**config.mk**
```make
export PLATFORM = sky130hd
export DESIGN_NAME = xlat_unit
export DESIGN_NICKNAME = d
export VERILOG_FILES = /design/src/rtl/xlat_pkg.sv /design/src/rtl/xlat_victim_sel.sv /design/src/rtl/xlat_perm_check.sv /design/src/rtl/xlat_tag_store.sv /design/src/rtl/xlat_unit.sv
export SDC_FILE = /design/constraint.sdc
export NUM_CORES = 1
export LEC_CHECK = 0
export BUFFER_PORTS_ARGS = -buffer_cell sky130_fd_sc_hd__clkbuf_2
export CAP_MARGIN = 5
export CORE_ASPECT_RATIO = 2
export CORE_MARGIN = 2
export CORE_UTILIZATION = 39
export CTS_CLUSTER_SIZE = 30
export DETAILED_ROUTE_END_ITERATION = 12
export GPL_ROUTABILITY_DRIVEN = 0
export GPL_TIMING_DRIVEN = 0
export PLACE_DENSITY_LB_ADDON = 0.05
export SYNTH_ARGS = -nofsm -noshare
export SYNTH_HDL_FRONTEND = slang
export SYNTH_SLANG_ARGS = --single-unit
```
**constraint.sdc**
```tcl
create_clock -name clk -period 14.45 [get_ports clk]
set_input_delay 1.445 -clock clk [delete_from_list [all_inputs] [get_ports clk]]
set_output_delay 1.445 -clock clk [all_outputs]
set_load 0.005 [all_outputs]
```
**src/rtl/xlat_pkg.sv**
```systemverilog
package xlat_pkg;

   typedef enum logic [1:0] {
      ACC_READ  = 2'd0,
      ACC_WRITE = 2'd1,
      ACC_FETCH = 2'd2
   } acc_e;

   typedef enum logic [1:0] {
      ST_OK   = 2'd0,
      ST_PGF  = 2'd1,
      ST_PROT = 2'd2
   } stat_e;

   typedef struct packed {
      logic exec;
      logic wr;
      logic sup;
   } perm_t;

   localparam int PTE_V_BIT = 0;
   localparam int PTE_S_BIT = 1;
   localparam int PTE_W_BIT = 2;
   localparam int PTE_X_BIT = 3;

endpackage

```
**src/rtl/xlat_victim_sel.sv**
```systemverilog
module xlat_victim_sel #(
   parameter int WAYS          = 4,
   parameter bit INVALID_FIRST = 1'b1,
   localparam int WAY_W        = $clog2(WAYS)
) (
   input  logic [WAYS-1:0]  valid,
   input  logic [WAY_W-1:0] ptr,
   output logic [WAY_W-1:0] way
);

   generate
      if (INVALID_FIRST) begin : g_free_first
         always_comb begin
            way = ptr;
            for (int w = WAYS - 1; w >= 0; w--) begin
               if (!valid[w]) way = WAY_W'(w);
            end
         end
      end else begin : g_rr_only
         logic unused_valid;
         assign unused_valid = ^valid;
         assign way = ptr;
      end
   endgenerate

endmodule

```
**src/rtl/xlat_perm_check.sv**
```systemverilog
module xlat_perm_check
   import xlat_pkg::*;
(
   input  perm_t      perm,
   input  logic [1:0] kind,
   input  logic       super_mode,
   output logic       deny
);

   logic user_hit_sup;
   logic bad_write;
   logic bad_fetch;

   assign user_hit_sup = perm.sup && !super_mode;
   assign bad_write    = (kind == ACC_WRITE) && !perm.wr;
   assign bad_fetch    = (kind == ACC_FETCH) && !perm.exec;
   assign deny         = user_hit_sup || bad_write || bad_fetch;

endmodule

```
**src/rtl/xlat_tag_store.sv**
```systemverilog
module xlat_tag_store
   import xlat_pkg::*;
#(
   parameter int VPN_W  = 20,
   parameter int PPN_W  = 20,
   parameter int SETS   = 4,
   parameter int WAYS   = 4,
   localparam int IDX_W = $clog2(SETS),
   localparam int TAG_W = VPN_W - IDX_W,
   localparam int WAY_W = $clog2(WAYS)
) (
   input  logic             clk,
   input  logic             rst_n,
   input  logic             flush,
   input  logic [VPN_W-1:0] lk_vpn,
   output logic             lk_hit,
   output logic [PPN_W-1:0] lk_ppn,
   output perm_t            lk_perm,
   input  logic             fill_en,
   input  logic [VPN_W-1:0] fill_vpn,
   input  logic [PPN_W-1:0] fill_ppn,
   input  perm_t            fill_perm
);

   logic [WAYS-1:0]  vld_q  [SETS];
   logic [WAY_W-1:0] ptr_q  [SETS];
   logic [TAG_W-1:0] tag_q  [SETS][WAYS];
   logic [PPN_W-1:0] ppn_q  [SETS][WAYS];
   perm_t            perm_q [SETS][WAYS];

   logic [IDX_W-1:0] lk_idx;
   logic [TAG_W-1:0] lk_tag;
   logic [IDX_W-1:0] fi_idx;
   logic [TAG_W-1:0] fi_tag;
   logic [WAYS-1:0]  hit_vec;
   logic [WAY_W-1:0] vic_way;

   assign lk_idx = lk_vpn[IDX_W-1:0];
   assign lk_tag = lk_vpn[VPN_W-1:IDX_W];
   assign fi_idx = fill_vpn[IDX_W-1:0];
   assign fi_tag = fill_vpn[VPN_W-1:IDX_W];

   genvar gw;
   generate
      for (gw = 0; gw < WAYS; gw++) begin : g_cmp
         assign hit_vec[gw] = vld_q[lk_idx][gw] && (tag_q[lk_idx][gw] == lk_tag);
      end
   endgenerate

   assign lk_hit = |hit_vec;

   always_comb begin
      lk_ppn  = '0;
      lk_perm = '0;
      for (int w = 0; w < WAYS; w++) begin
         if (hit_vec[w]) begin
            lk_ppn  = lk_ppn | ppn_q[lk_idx][w];
            lk_perm = lk_perm | perm_q[lk_idx][w];
         end
      end
   end

   xlat_victim_sel #(.WAYS(WAYS), .INVALID_FIRST(1'b1)) u_victim (
      .valid (vld_q[fi_idx]),
      .ptr   (ptr_q[fi_idx]),
      .way   (vic_way)
   );

   always_ff @(posedge clk) begin
      if (!rst_n) begin
         for (int s = 0; s < SETS; s++) begin
            vld_q[s] <= '0;
            ptr_q[s] <= '0;
         end
      end else if (flush) begin
         for (int s = 0; s < SETS; s++) vld_q[s] <= '0;
      end else if (fill_en) begin
         vld_q[fi_idx][vic_way] <= 1'b1;
         ptr_q[fi_idx]          <= ptr_q[fi_idx] + 1'b1;
      end
   end

   always_ff @(posedge clk) begin
      if (fill_en) begin
         tag_q[fi_idx][vic_way]  <= fi_tag;
         ppn_q[fi_idx][vic_way]  <= fill_ppn;
         perm_q[fi_idx][vic_way] <= fill_perm;
      end
   end

endmodule

```
**src/rtl/xlat_unit.sv**
```systemverilog
module xlat_unit
   import xlat_pkg::*;
#(
   parameter int VA_W  = 32,
   parameter int PA_W  = 32,
   parameter int OFF_W = 12,
   parameter int PTE_W = 32,
   parameter int SETS  = 4,
   parameter int WAYS  = 4
) (
   input  logic            clk,
   input  logic            rst_n,
   input  logic            flush,
   input  logic [PA_W-1:0] pt_base,
   input  logic            req_valid,
   output logic            req_ready,
   input  logic [VA_W-1:0] req_vaddr,
   input  logic [1:0]      req_kind,
   input  logic            req_super,
   output logic            mem_req_valid,
   input  logic            mem_req_ready,
   output logic [PA_W-1:0] mem_addr,
   input  logic            mem_rsp_valid,
   input  logic [PTE_W-1:0] mem_rdata,
   output logic            resp_done,
   output logic [PA_W-1:0] resp_paddr,
   output logic [1:0]      resp_status
);

   localparam int VPN_W  = VA_W - OFF_W;
   localparam int PPN_W  = PA_W - OFF_W;
   localparam int PTE_SH = $clog2(PTE_W / 8);

   generate
      if (WAYS < 2 || (WAYS & (WAYS - 1)) != 0) begin : g_bad_ways
         $error("WAYS must be a power of two of at least 2");
      end
      if (SETS < 2 || (SETS & (SETS - 1)) != 0) begin : g_bad_sets
         $error("SETS must be a power of two of at least 2");
      end
      if (PPN_W > PTE_W - OFF_W) begin : g_bad_pte
         $error("physical page number does not fit the entry");
      end
      if (PA_W < VPN_W + PTE_SH) begin : g_bad_walk
         $error("entry address too narrow for the page number");
      end
   endgenerate

   typedef enum logic [1:0] {S_IDLE, S_REQ, S_WAIT} state_e;

   state_e          state_q;
   logic [VA_W-1:0] vaddr_q;
   logic [1:0]      kind_q;
   logic            super_q;
   logic [PA_W-1:0] mem_addr_q;
   logic            resp_done_q;
   logic [PA_W-1:0] resp_paddr_q;
   logic [1:0]      resp_status_q;

   logic [VPN_W-1:0] lk_vpn;
   logic             lk_hit;
   logic [PPN_W-1:0] lk_ppn;
   perm_t            lk_perm;
   logic [PA_W-1:0]  walk_addr;

   perm_t            pte_perm;
   logic [PPN_W-1:0] pte_ppn;
   logic             pte_valid;
   logic             fill_en;

   perm_t            chk_perm;
   logic [1:0]       chk_kind;
   logic             chk_super;
   logic             deny;

   logic             unused_pte_bits;

   assign lk_vpn    = req_vaddr[VA_W-1:OFF_W];
   assign walk_addr = pt_base + (PA_W'(lk_vpn) << PTE_SH);

   assign pte_valid     = mem_rdata[PTE_V_BIT];
   assign pte_perm.sup  = mem_rdata[PTE_S_BIT];
   assign pte_perm.wr   = mem_rdata[PTE_W_BIT];
   assign pte_perm.exec = mem_rdata[PTE_X_BIT];
   assign pte_ppn       = mem_rdata[PTE_W-1 -: PPN_W];
   assign unused_pte_bits = ^mem_rdata[PTE_W-PPN_W-1:PTE_X_BIT+1];

   assign fill_en = (state_q == S_WAIT) && mem_rsp_valid && pte_valid && !flush;

   xlat_tag_store #(
      .VPN_W (VPN_W),
      .PPN_W (PPN_W),
      .SETS  (SETS),
      .WAYS  (WAYS)
   ) u_store (
      .clk       (clk),
      .rst_n     (rst_n),
      .flush     (flush),
      .lk_vpn    (lk_vpn),
      .lk_hit    (lk_hit),
      .lk_ppn    (lk_ppn),
      .lk_perm   (lk_perm),
      .fill_en   (fill_en),
      .fill_vpn  (vaddr_q[VA_W-1:OFF_W]),
      .fill_ppn  (pte_ppn),
      .fill_perm (pte_perm)
   );

   always_comb begin
      if (state_q == S_IDLE) begin
         chk_perm  = lk_perm;
         chk_kind  = req_kind;
         chk_super = req_super;
      end else begin
         chk_perm  = pte_perm;
         chk_kind  = kind_q;
         chk_super = super_q;
      end
   end

   xlat_perm_check u_perm (
      .perm       (chk_perm),
      .kind       (chk_kind),
      .super_mode (chk_super),
      .deny       (deny)
   );

   always_ff @(posedge clk) begin
      if (!rst_n) begin
         state_q       <= S_IDLE;
         vaddr_q       <= '0;
         kind_q        <= ACC_READ;
         super_q       <= 1'b0;
         mem_addr_q    <= '0;
         resp_done_q   <= 1'b0;
         resp_paddr_q  <= '0;
         resp_status_q <= ST_OK;
      end else begin
         resp_done_q <= 1'b0;
         case (state_q)
            S_IDLE: begin
               if (req_valid) begin
                  vaddr_q <= req_vaddr;
                  kind_q  <= req_kind;
                  super_q <= req_super;
                  if (lk_hit) begin
                     resp_done_q <= 1'b1;
                     if (deny) begin
                        resp_status_q <= ST_PROT;
                        resp_paddr_q  <= '0;
                     end else begin
                        resp_status_q <= ST_OK;
                        resp_paddr_q  <= {lk_ppn, req_vaddr[OFF_W-1:0]};
                     end
                  end else begin
                     mem_addr_q <= walk_addr;
                     state_q    <= S_REQ;
                  end
               end
            end
            S_REQ: begin
               if (mem_req_ready) state_q <= S_WAIT;
            end
            S_WAIT: begin
               if (mem_rsp_valid) begin
                  resp_done_q <= 1'b1;
                  state_q     <= S_IDLE;
                  if (!pte_valid) begin
                     resp_status_q <= ST_PGF;
                     resp_paddr_q  <= '0;
                  end else if (deny) begin
                     resp_status_q <= ST_PROT;
                     resp_paddr_q  <= '0;
                  end else begin
                     resp_status_q <= ST_OK;
                     resp_paddr_q  <= {pte_ppn, vaddr_q[OFF_W-1:0]};
                  end
               end
            end
            default: state_q <= S_IDLE;
         endcase
      end
   end

   assign req_ready     = (state_q == S_IDLE);
   assign mem_req_valid = (state_q == S_REQ);
   assign mem_addr      = mem_addr_q;
   assign resp_done     = resp_done_q;
   assign resp_paddr    = resp_paddr_q;
   assign resp_status   = resp_status_q;

endmodule

```
==> results of run 1 <==
-- critical path: stages --
cell	delay (ns)
sky130_fd_sc_hd__clkbuf_2	0.20
sky130_fd_sc_hd__buf_6	0.21
sky130_fd_sc_hd__buf_2	0.46
sky130_fd_sc_hd__buf_4	0.35
sky130_fd_sc_hd__buf_2	0.33
sky130_fd_sc_hd__clkbuf_1	0.61
sky130_fd_sc_hd__clkbuf_1	0.75
sky130_fd_sc_hd__clkbuf_1	0.89
sky130_fd_sc_hd__inv_1	0.33
sky130_fd_sc_hd__fa_1	0.52
sky130_fd_sc_hd__nor2b_1	0.18
sky130_fd_sc_hd__o21bai_1	0.18
sky130_fd_sc_hd__a211oi_1	0.40
sky130_fd_sc_hd__o211ai_1	0.22
sky130_fd_sc_hd__o21ai_0	0.48
sky130_fd_sc_hd__a41oi_1	0.38
sky130_fd_sc_hd__nor2_1	0.21
sky130_fd_sc_hd__xnor2_1	0.08
sky130_fd_sc_hd__a211oi_1	0.23
-- area by class of cell --
type / instances / area (sq um)
fill: 7125 / 43200
sequential: 786 / 22400
multi-input combinational: 921 / 8640
clock buffer: 106 / 2130
timing repair buffer: 202 / 1540
tap: 1043 / 1310
buffer: 116 / 654
clock inverter: 25 / 289
inverter: 16 / 60.1
antenna: 3 / 7.51
-- power by group through the flow --
stage               Sequential [mW]  Combinational, mW  Clock (mW)
floorplan                      2.54              0.186           0
global placement               2.55              0.322           0
detailed placement             2.55              0.327           0
CTS                            2.50              0.328        2.04
global route                   2.50              0.345        2.10
finish                         2.50              0.321        1.99
-- sequential cells by signal (all words and copies together) (netlist names), named ones only --
| name | cells |
|---|---|
| resp_status | 2 |
| u_store.ptr_q | 8 |
| u_store.perm_q | 48 |
| u_store.ppn_q | 320 |
| u_store.vld_q | 16 |
| mem_addr | 32 |
| resp_done | 1 |
| u_store.tag_q | 288 |
| vaddr_q | 32 |
| super_q | 1 |
| kind_q | 2 |
| state_q | 2 |
| resp_paddr | 32 |
-- stage by stage --
stage | worst slack (ns) | utilization | cell area (sq um) | total power [mW] | cells
4_1_cts | 6.37 | 0.461 | 37000 | 4.87 | 3215
5_1_grt | 6.16 | 0.461 | 37000 | 4.96 | 3216
6_report | 6.50 | 0.461 | 37000 | 4.81 | 3218
3_3_place_gp | 3.69 | 0.421 | 33700 | 2.87 | 3046
2_1_floorplan | 8.65 | - | 31600 | 2.73 | 1839
3_5_place_dp | 5.69 | 0.431 | 34600 | 2.88 | 3084
-- layout by cell type, fill, tap and decap left out, drive strengths merged, types with 8 or more instances in the layout --
cell type  synthesis  routed
dfxtp            122     122
nand2            131     131
clkbuf            64     334
nand2b             9       9
nand4             13      13
and3               8       8
a21boi            22      22
edfxtp           664     664
xor2              32      32
mux4             153     153
o21ai             24      24
clkinv             1      17
buf               52      90
inv               15      17
xnor2             68      68
a211oi            23      23
ha                20      20
nor2              79      79
nor3              11      11
nand3             25      25
a222oi            21      21
a32o              32      32
mux2i             51      51
a21oi            112     112
-- layer usage --
metal,vias to the layer above,wire length (um),global-route usage
li1,7848,-,-
met1,9412,33500,0.247
met2,486,57500,0.482
met3,140,3940,0.0336
met4,8,2870,0.0783
met5,-,47,0
-- Yosys cell counts (22+ instances only) --
master / n
sky130_fd_sc_hd__edfxtp_1: 664
sky130_fd_sc_hd__a21oi_1: 112
sky130_fd_sc_hd__nor2_1: 77
sky130_fd_sc_hd__mux2i_1: 51
sky130_fd_sc_hd__o21ai_0: 22
sky130_fd_sc_hd__xnor2_1: 68
sky130_fd_sc_hd__dfxtp_1: 122
sky130_fd_sc_hd__nand3_1: 25
sky130_fd_sc_hd__a211oi_1: 23
sky130_fd_sc_hd__clkbuf_1: 64
sky130_fd_sc_hd__mux4_2: 153
sky130_fd_sc_hd__xor2_1: 32
sky130_fd_sc_hd__a32o_1: 32
sky130_fd_sc_hd__nand2_1: 131
sky130_fd_sc_hd__a21boi_0: 22
-- cell families (layout without fill, tap and decap cells) --
family                   after synthesis  after routing  share of synthesized area
multiplexers                         209            209                      0.127
AND/OR/NAND/NOR                      310            310                     0.0446
flip-flops                           786            786                      0.708
adder cells (fa/ha/maj)               21             21                    0.00855
buffers and inverters                132            465                     0.0226
other                                  0              3                          0
AO/OA/AOI/OAI                        281            281                     0.0611
XOR/XNOR                             100            100                     0.0277
-- how the worst max path moves through the flow --
| stage | start | to | slack [ns] |
|---|---|---|---|
| final | req_vaddr[13] | mem_addr[26] | 6.50 |
| after global routing | req_vaddr[13] | mem_addr[28] | 6.16 |
| after CTS | req_vaddr[13] | mem_addr[26] | 6.37 |
| after detailed placement | req_vaddr[13] | mem_addr[26] | 5.69 |
| after global placement | mem_rdata[0] | u_store.ppn_q[2][73] | 3.69 |
| after floorplan | mem_rdata[0] | u_store.perm_q[0][10] | 8.65 |
==> impl_metrics.env, run 1 <==
export IMPL_p_switching_mw=1.08
export IMPL_number_of_vias_after_detailed_routing=17900
export IMPL_holdBufCountCts=0
export IMPL_ys_top_cells_by_area="sky130_fd_sc_hd__edfxtp_1, sky130_fd_sc_hd__mux4_2, sky130_fd_sc_hd__dfxtp_1, sky130_fd_sc_hd__xnor2_1, sky130_fd_sc_hd__a21oi_1"
export IMPL_finalWirelength_um=97900
export IMPL_vias_per_cell=5.56
export IMPL_drt_iter0_markers=1048
export IMPL_fraction_of_synthesis_flops_using_an_asynchronous_set_or_reset_pin=0
export IMPL_clock_tree_root_cell="sky130_fd_sc_hd__clkbuf_16"
export IMPL_detailed_place_hpwl_um=70100
export IMPL_antenna_found_initial=7
export IMPL_postCtsSetupBuffers=0
export IMPL_width_of_the_die_um=205
export IMPL_clock_sinks=786
export IMPL_initial_core_util=0.394
export IMPL_drt_first_pass_iters=5
export IMPL_hold_viol_final=0
export IMPL_setup_repair_after_global_routing_missed_its_margin="false"
export IMPL_vias_in_the_first_global_route=19100
export IMPL_vdd_drop_max_mv=0.135
export IMPL_slew_at_the_pin_closest_to_its_max_slew_limit_ns=1.18
export IMPL_ys_warnings_count=0
export IMPL_grt_ovfl_total=0
export IMPL_post_synth_top_area_cell="sky130_fd_sc_hd__edfxtp_1"
export IMPL_power_density_nw_per_um2=130
export IMPL_max_cap_violations=0
export IMPL_arrival_ns=8.51
export IMPL_p_sw_frac=0.225
export IMPL_static_leakage_power_nw=12.5
export IMPL_wl_per_cell_um=30.4
export IMPL_cell_internal_pwr_mw=3.73
export IMPL_timing_hold_worst_start="vaddr_q[2]"
export IMPL_post_synth_instance_area_sq_um=31600
export IMPL_status="completed"
export IMPL_grt_first_pass_wirelength_um=138000
export IMPL_regToRegEndpoint="resp_paddr[13]"
export IMPL_clk_transition_reported_paths_ns=0.07
export IMPL_power_combinational_fraction=0.067
export IMPL_synth_ff_latch_count=786
export IMPL_remaining_drc_errors=0
export IMPL_tritoncts_clock_tree="yes"
export IMPL_fin_setup_tns_ns=0
export IMPL_clock_power_share=0.413
export IMPL_num_io_pins=174
export IMPL_worst_r2r_path_depth=11
export IMPL_grt_start_max_net_pins=38
export IMPL_cts_buffer_depth=3
export IMPL_crit_required_ns=15.01
export IMPL_finalCriticalPeriod_ns=7.95
export IMPL_insertion_delay_ns=0.66
export IMPL_buffer_ports_inserted=164
export IMPL_crit_type="primary input to flip-flop"
export IMPL_timing_hold_worst_path_depth=2
export IMPL_holdWs_ns=0.457
export IMPL_htree_levels=3
export IMPL_synthesis_instances=1839
export IMPL_timing_slew_headroom=0.213
export IMPL_synthDominantCellAreaShare=0.631
export IMPL_synth_edff_count=664
export IMPL_seq_power_share=0.520
export IMPL_synth_net_count=1965
export IMPL_synth_cell_types=71
export IMPL_crit_fanout=10
export IMPL_reg2reg_slack_ns=9.79
export IMPL_rr_startpoint="u_store.tag_q[3][32]"
export IMPL_timing_clock_skew_ns=0.0373
export IMPL_dominantRegCellSynth="sky130_fd_sc_hd__edfxtp_1"
export IMPL_final_setup_viol_count=0
export IMPL_numCtsBuffers=73
export IMPL_fmax_mhz=126
export IMPL_final_min_period_over_clock_period=0.550
export IMPL_end_kind="flip-flop"
export IMPL_postCtsResizedCells=0
export IMPL_grt_use_total=0.239
export IMPL_post_route_ant_nets=0
export IMPL_chipHeight_um=407
export IMPL_die_footprint_sq_um=83400
export IMPL_nNetsFinal=2242
export IMPL_std_cell_rows=147
export IMPL_fp_coreArea_sq_um=80200
export IMPL_setup_worst_path_start_class="primary input"
export IMPL_worst_hold_endpoint="vaddr_q[2]"
export IMPL_syn_to_final_growth_pct=17.1
export IMPL_mapped_avg_cell_area_sq_um=17.2
export IMPL_finalMaxSlewViolations=0
export IMPL_yosysSeqAreaShare=0.708
export IMPL_final_layout_size_suffix_gt1_frac=0.245
export IMPL_hp_class="flip-flop to flip-flop"
(Power assumes the default switching activity.)
==> inputs of run 2 (changes only) <==
--- a/config.mk
+++ b/config.mk
@@ -5,6 +5,7 @@
 export SDC_FILE = /design/constraint.sdc
 export NUM_CORES = 1
 export LEC_CHECK = 0
+export ABC_AREA = 1
 export BUFFER_PORTS_ARGS = -buffer_cell sky130_fd_sc_hd__clkbuf_2
 export CAP_MARGIN = 5
 export CORE_ASPECT_RATIO = 2
==> constraint.sdc (replaced) <==
create_clock -name clk -period 7.6 [get_ports clk]
set_input_delay 0.76 -clock clk [delete_from_list [all_inputs] [get_ports clk]]
set_output_delay 0.76 -clock clk [all_outputs]
set_load 0.005 [all_outputs]
==> run 2 against run 1 <==
  * Wire length increased by 18%
  * Final area up 3.5%
  * Utilization shrank 0.39 points
  * Die area increased by 4.3%
  * Non-clock buffer count is 54 higher
  * Critical endpoint unchanged
  * Register-to-register slack got worse by 6.0 ns
==> impl_metrics.env, run 2 <==
export IMPL_grt_ovfl_total=0
export IMPL_fmax_mhz=210
export IMPL_clock_tree_root_cell="sky130_fd_sc_hd__clkbuf_16"
export IMPL_fin_setup_tns_ns=0
export IMPL_nNetsFinal=3455
export IMPL_post_route_ant_nets=0
export IMPL_vdd_drop_max_mv=0.232
export IMPL_hold_viol_final=0
export IMPL_wl_per_cell_um=25.9
export IMPL_num_io_pins=174
export IMPL_width_of_the_die_um=210
export IMPL_place_inst=4318
export IMPL_cts_buffer_depth=3
export IMPL_die_footprint_sq_um=87000
export IMPL_number_of_vias_after_detailed_routing=24400
export IMPL_syn_to_final_growth_pct=16.2
export IMPL_clock_sinks=786
export IMPL_area_occupied_by_multi_input_gates_sq_um=9370
export IMPL_grt_use_total=0.264
export IMPL_hp_class="primary input to flip-flop"
export IMPL_timing_slew_headroom=0.276
export IMPL_finalWirelength_um=115000
export IMPL_slew_at_the_pin_closest_to_its_max_slew_limit_ns=1.09
export IMPL_fin_cells=4453
export IMPL_register_area_sq_um=22400
export IMPL_total_power_mw=9.27
export IMPL_postCtsSetupBuffers=0
export IMPL_grt_first_pass_wirelength_um=165000
export IMPL_setup_worst_path_start_class="primary input"
export IMPL_grt_start_max_net_pins=23
export IMPL_buffer_ports_inserted=165
export IMPL_power_density_nw_per_um2=242
export IMPL_final_min_period_over_clock_period=0.626
export IMPL_synth_edff_count=664
export IMPL_detailed_place_hpwl_um=85800
export IMPL_drt_iter0_markers=1738
export IMPL_holdBufCountCts=0
export IMPL_synth_ff_latch_count=786
export IMPL_largest_registers="u_store.ppn_q: 320 flops, u_store.tag_q: 288 flops, u_store.perm_q: 48 flops"
export IMPL_synthesis_instances=3057
export IMPL_arrival_ns=5.29
export IMPL_nFillCells=7816
export IMPL_post_synth_instance_area_sq_um=33000
export IMPL_drt_first_pass_iters=5
export IMPL_status="completed"
export IMPL_largest_register="u_store.ppn_q"
export IMPL_most_common_layout_cells="sky130_fd_sc_hd__edfxtp_1, sky130_fd_sc_hd__nand2_1, sky130_fd_sc_hd__o21ai_0"
export IMPL_synthDominantCellAreaShare=0.605
export IMPL_most_common_library_cell_in_the_layout_ignoring_fill_and_taps="sky130_fd_sc_hd__edfxtp_1"
export IMPL_end_kind="flip-flop"
export IMPL_static_leakage_power_nw=13.9
export IMPL_fp_coreArea_sq_um=83700
export IMPL_clk_transition_reported_paths_ns=0.06
export IMPL_ys_top_cells_by_area="sky130_fd_sc_hd__edfxtp_1, sky130_fd_sc_hd__dfxtp_1, sky130_fd_sc_hd__nand2_1, sky130_fd_sc_hd__o21ai_0, sky130_fd_sc_hd__nor2_1"
export IMPL_final_setup_viol_count=0
export IMPL_numCtsBuffers=73
export IMPL_post_synth_most_frequent_cells="sky130_fd_sc_hd__edfxtp_1, sky130_fd_sc_hd__nand2_1, sky130_fd_sc_hd__o21ai_0, sky130_fd_sc_hd__nor2_1, sky130_fd_sc_hd__nand3_1"
export IMPL_htree_levels=3
export IMPL_largest_register_ffs=320
export IMPL_chipHeight_um=415
export IMPL_setup_repair_after_global_routing_missed_its_margin="false"
export IMPL_postCtsResizedCells=0
export IMPL_antenna_found_initial=5
export IMPL_yosysSeqAreaShare=0.679
export IMPL_crit_required_ns=8.14
export IMPL_synth_most_common_cell="sky130_fd_sc_hd__edfxtp_1"
export IMPL_vias_in_the_first_global_route=24900
export IMPL_max_cap_violations=0
export IMPL_mapped_avg_cell_area_sq_um=10.8
export IMPL_synth_net_count=3183
export IMPL_ys_warnings_count=0
export IMPL_std_cell_rows=150
export IMPL_timing_clock_skew_ns=0.0349
export IMPL_worst_r2r_path_depth=13
export IMPL_insertion_delay_ns=0.66
export IMPL_crit_fanout=10
export IMPL_crit_type="primary input to flip-flop"
export IMPL_remaining_drc_errors=0
export IMPL_finalCriticalPeriod_ns=4.76
export IMPL_fraction_of_synthesis_flops_using_an_asynchronous_set_or_reset_pin=0
export IMPL_finalMaxSlewViolations=0
export IMPL_synth_cell_types=47
export IMPL_post_synth_top_area_cell="sky130_fd_sc_hd__edfxtp_1"
export IMPL_final_layout_size_suffix_gt1_frac=0.118
export IMPL_timing_hold_worst_path_depth=3
export IMPL_initial_core_util=0.394
export IMPL_vias_per_cell=5.47
export IMPL_tritoncts_clock_tree="yes"
export IMPL_dominantRegCellSynth="sky130_fd_sc_hd__edfxtp_1"
-- run 2: area by class of cell --
cell class / instances / share of cell area
inverter: 132 / 0.0130
timing repair buffer: 197 / 0.0393
buffer: 175 / 0.0221
antenna: 3 / 0.000196
clock buffer: 111 / 0.0575
tap: 1064 / 0.0348
clock inverter: 21 / 0.00425
sequential: 786 / 0.584
multi-input combinational: 1964 / 0.245
-- run 2: critical path, stage by stage --
cell	delay, ns
sky130_fd_sc_hd__clkbuf_2	0.09
sky130_fd_sc_hd__buf_2	0.18
sky130_fd_sc_hd__inv_2	0.13
sky130_fd_sc_hd__buf_2	0.32
sky130_fd_sc_hd__buf_2	0.30
sky130_fd_sc_hd__buf_2	0.26
sky130_fd_sc_hd__clkbuf_1	0.83
sky130_fd_sc_hd__fa_1	0.36
sky130_fd_sc_hd__o21ai_0	0.18
sky130_fd_sc_hd__a21oi_1	0.35
sky130_fd_sc_hd__o21ai_0	0.24
sky130_fd_sc_hd__a21boi_0	0.49
sky130_fd_sc_hd__o21bai_1	0.17
sky130_fd_sc_hd__a21oi_1	0.26
sky130_fd_sc_hd__nor2_1	0.09
sky130_fd_sc_hd__xor2_1	0.16
sky130_fd_sc_hd__a21oi_1	0.09
-- run 2: final timing paths --
kind                                     from                   end  slack, ns
worst min-delay path               pt_base[0]           mem_addr[0]       0.33
worst max register to register      flip-flop  u_store.ppn_q[2][53]       3.80
worst min register to register      kind_q[1]             kind_q[1]       0.45
worst max-delay path            req_vaddr[13]          mem_addr[26]       2.84
-- run 2: metal layers --
metal | share of wire | routed length (um) | track usage
met5 | 0.00038 | 44 | 0
met4 | 0.071 | 8180 | 0.172
met3 | 0.044 | 5100 | 0.0353
met2 | 0.56 | 64400 | 0.522
met1 | 0.33 | 37700 | 0.247
-- run 2: where the power goes --
| part | switching [mW] | internal [mW] | total (mW) |
|---|---|---|---|
| Sequential | 0.0672 | 4.73 | 4.80 |
| Combinational | 0.559 | 0.219 | 0.777 |
| Clock | 1.62 | 2.07 | 3.70 |
| Total | 2.25 | 7.02 | 9.27 |
-- run 2: cells by family after synthesis --
logic type,synth area share
compound gates,0.105
xor+xnor,0.0101
simple gates,0.157
fa+ha+maj,0.00820
flops,0.679
buf+inv,0.0408
-- run 2: per-stage QoR --
stage               cell area [sq um]  setup slack (ns)  hold WS [ns]   util
global placement                35100             0.574         0.449  0.420
detailed placement              35900              2.16         0.449  0.429
finish                          38300              2.84         0.334  0.458
CTS                             38300              2.84         0.299  0.458
global route                    38300              2.43         0.346  0.458
floorplan                       33000              3.70         0.430      -
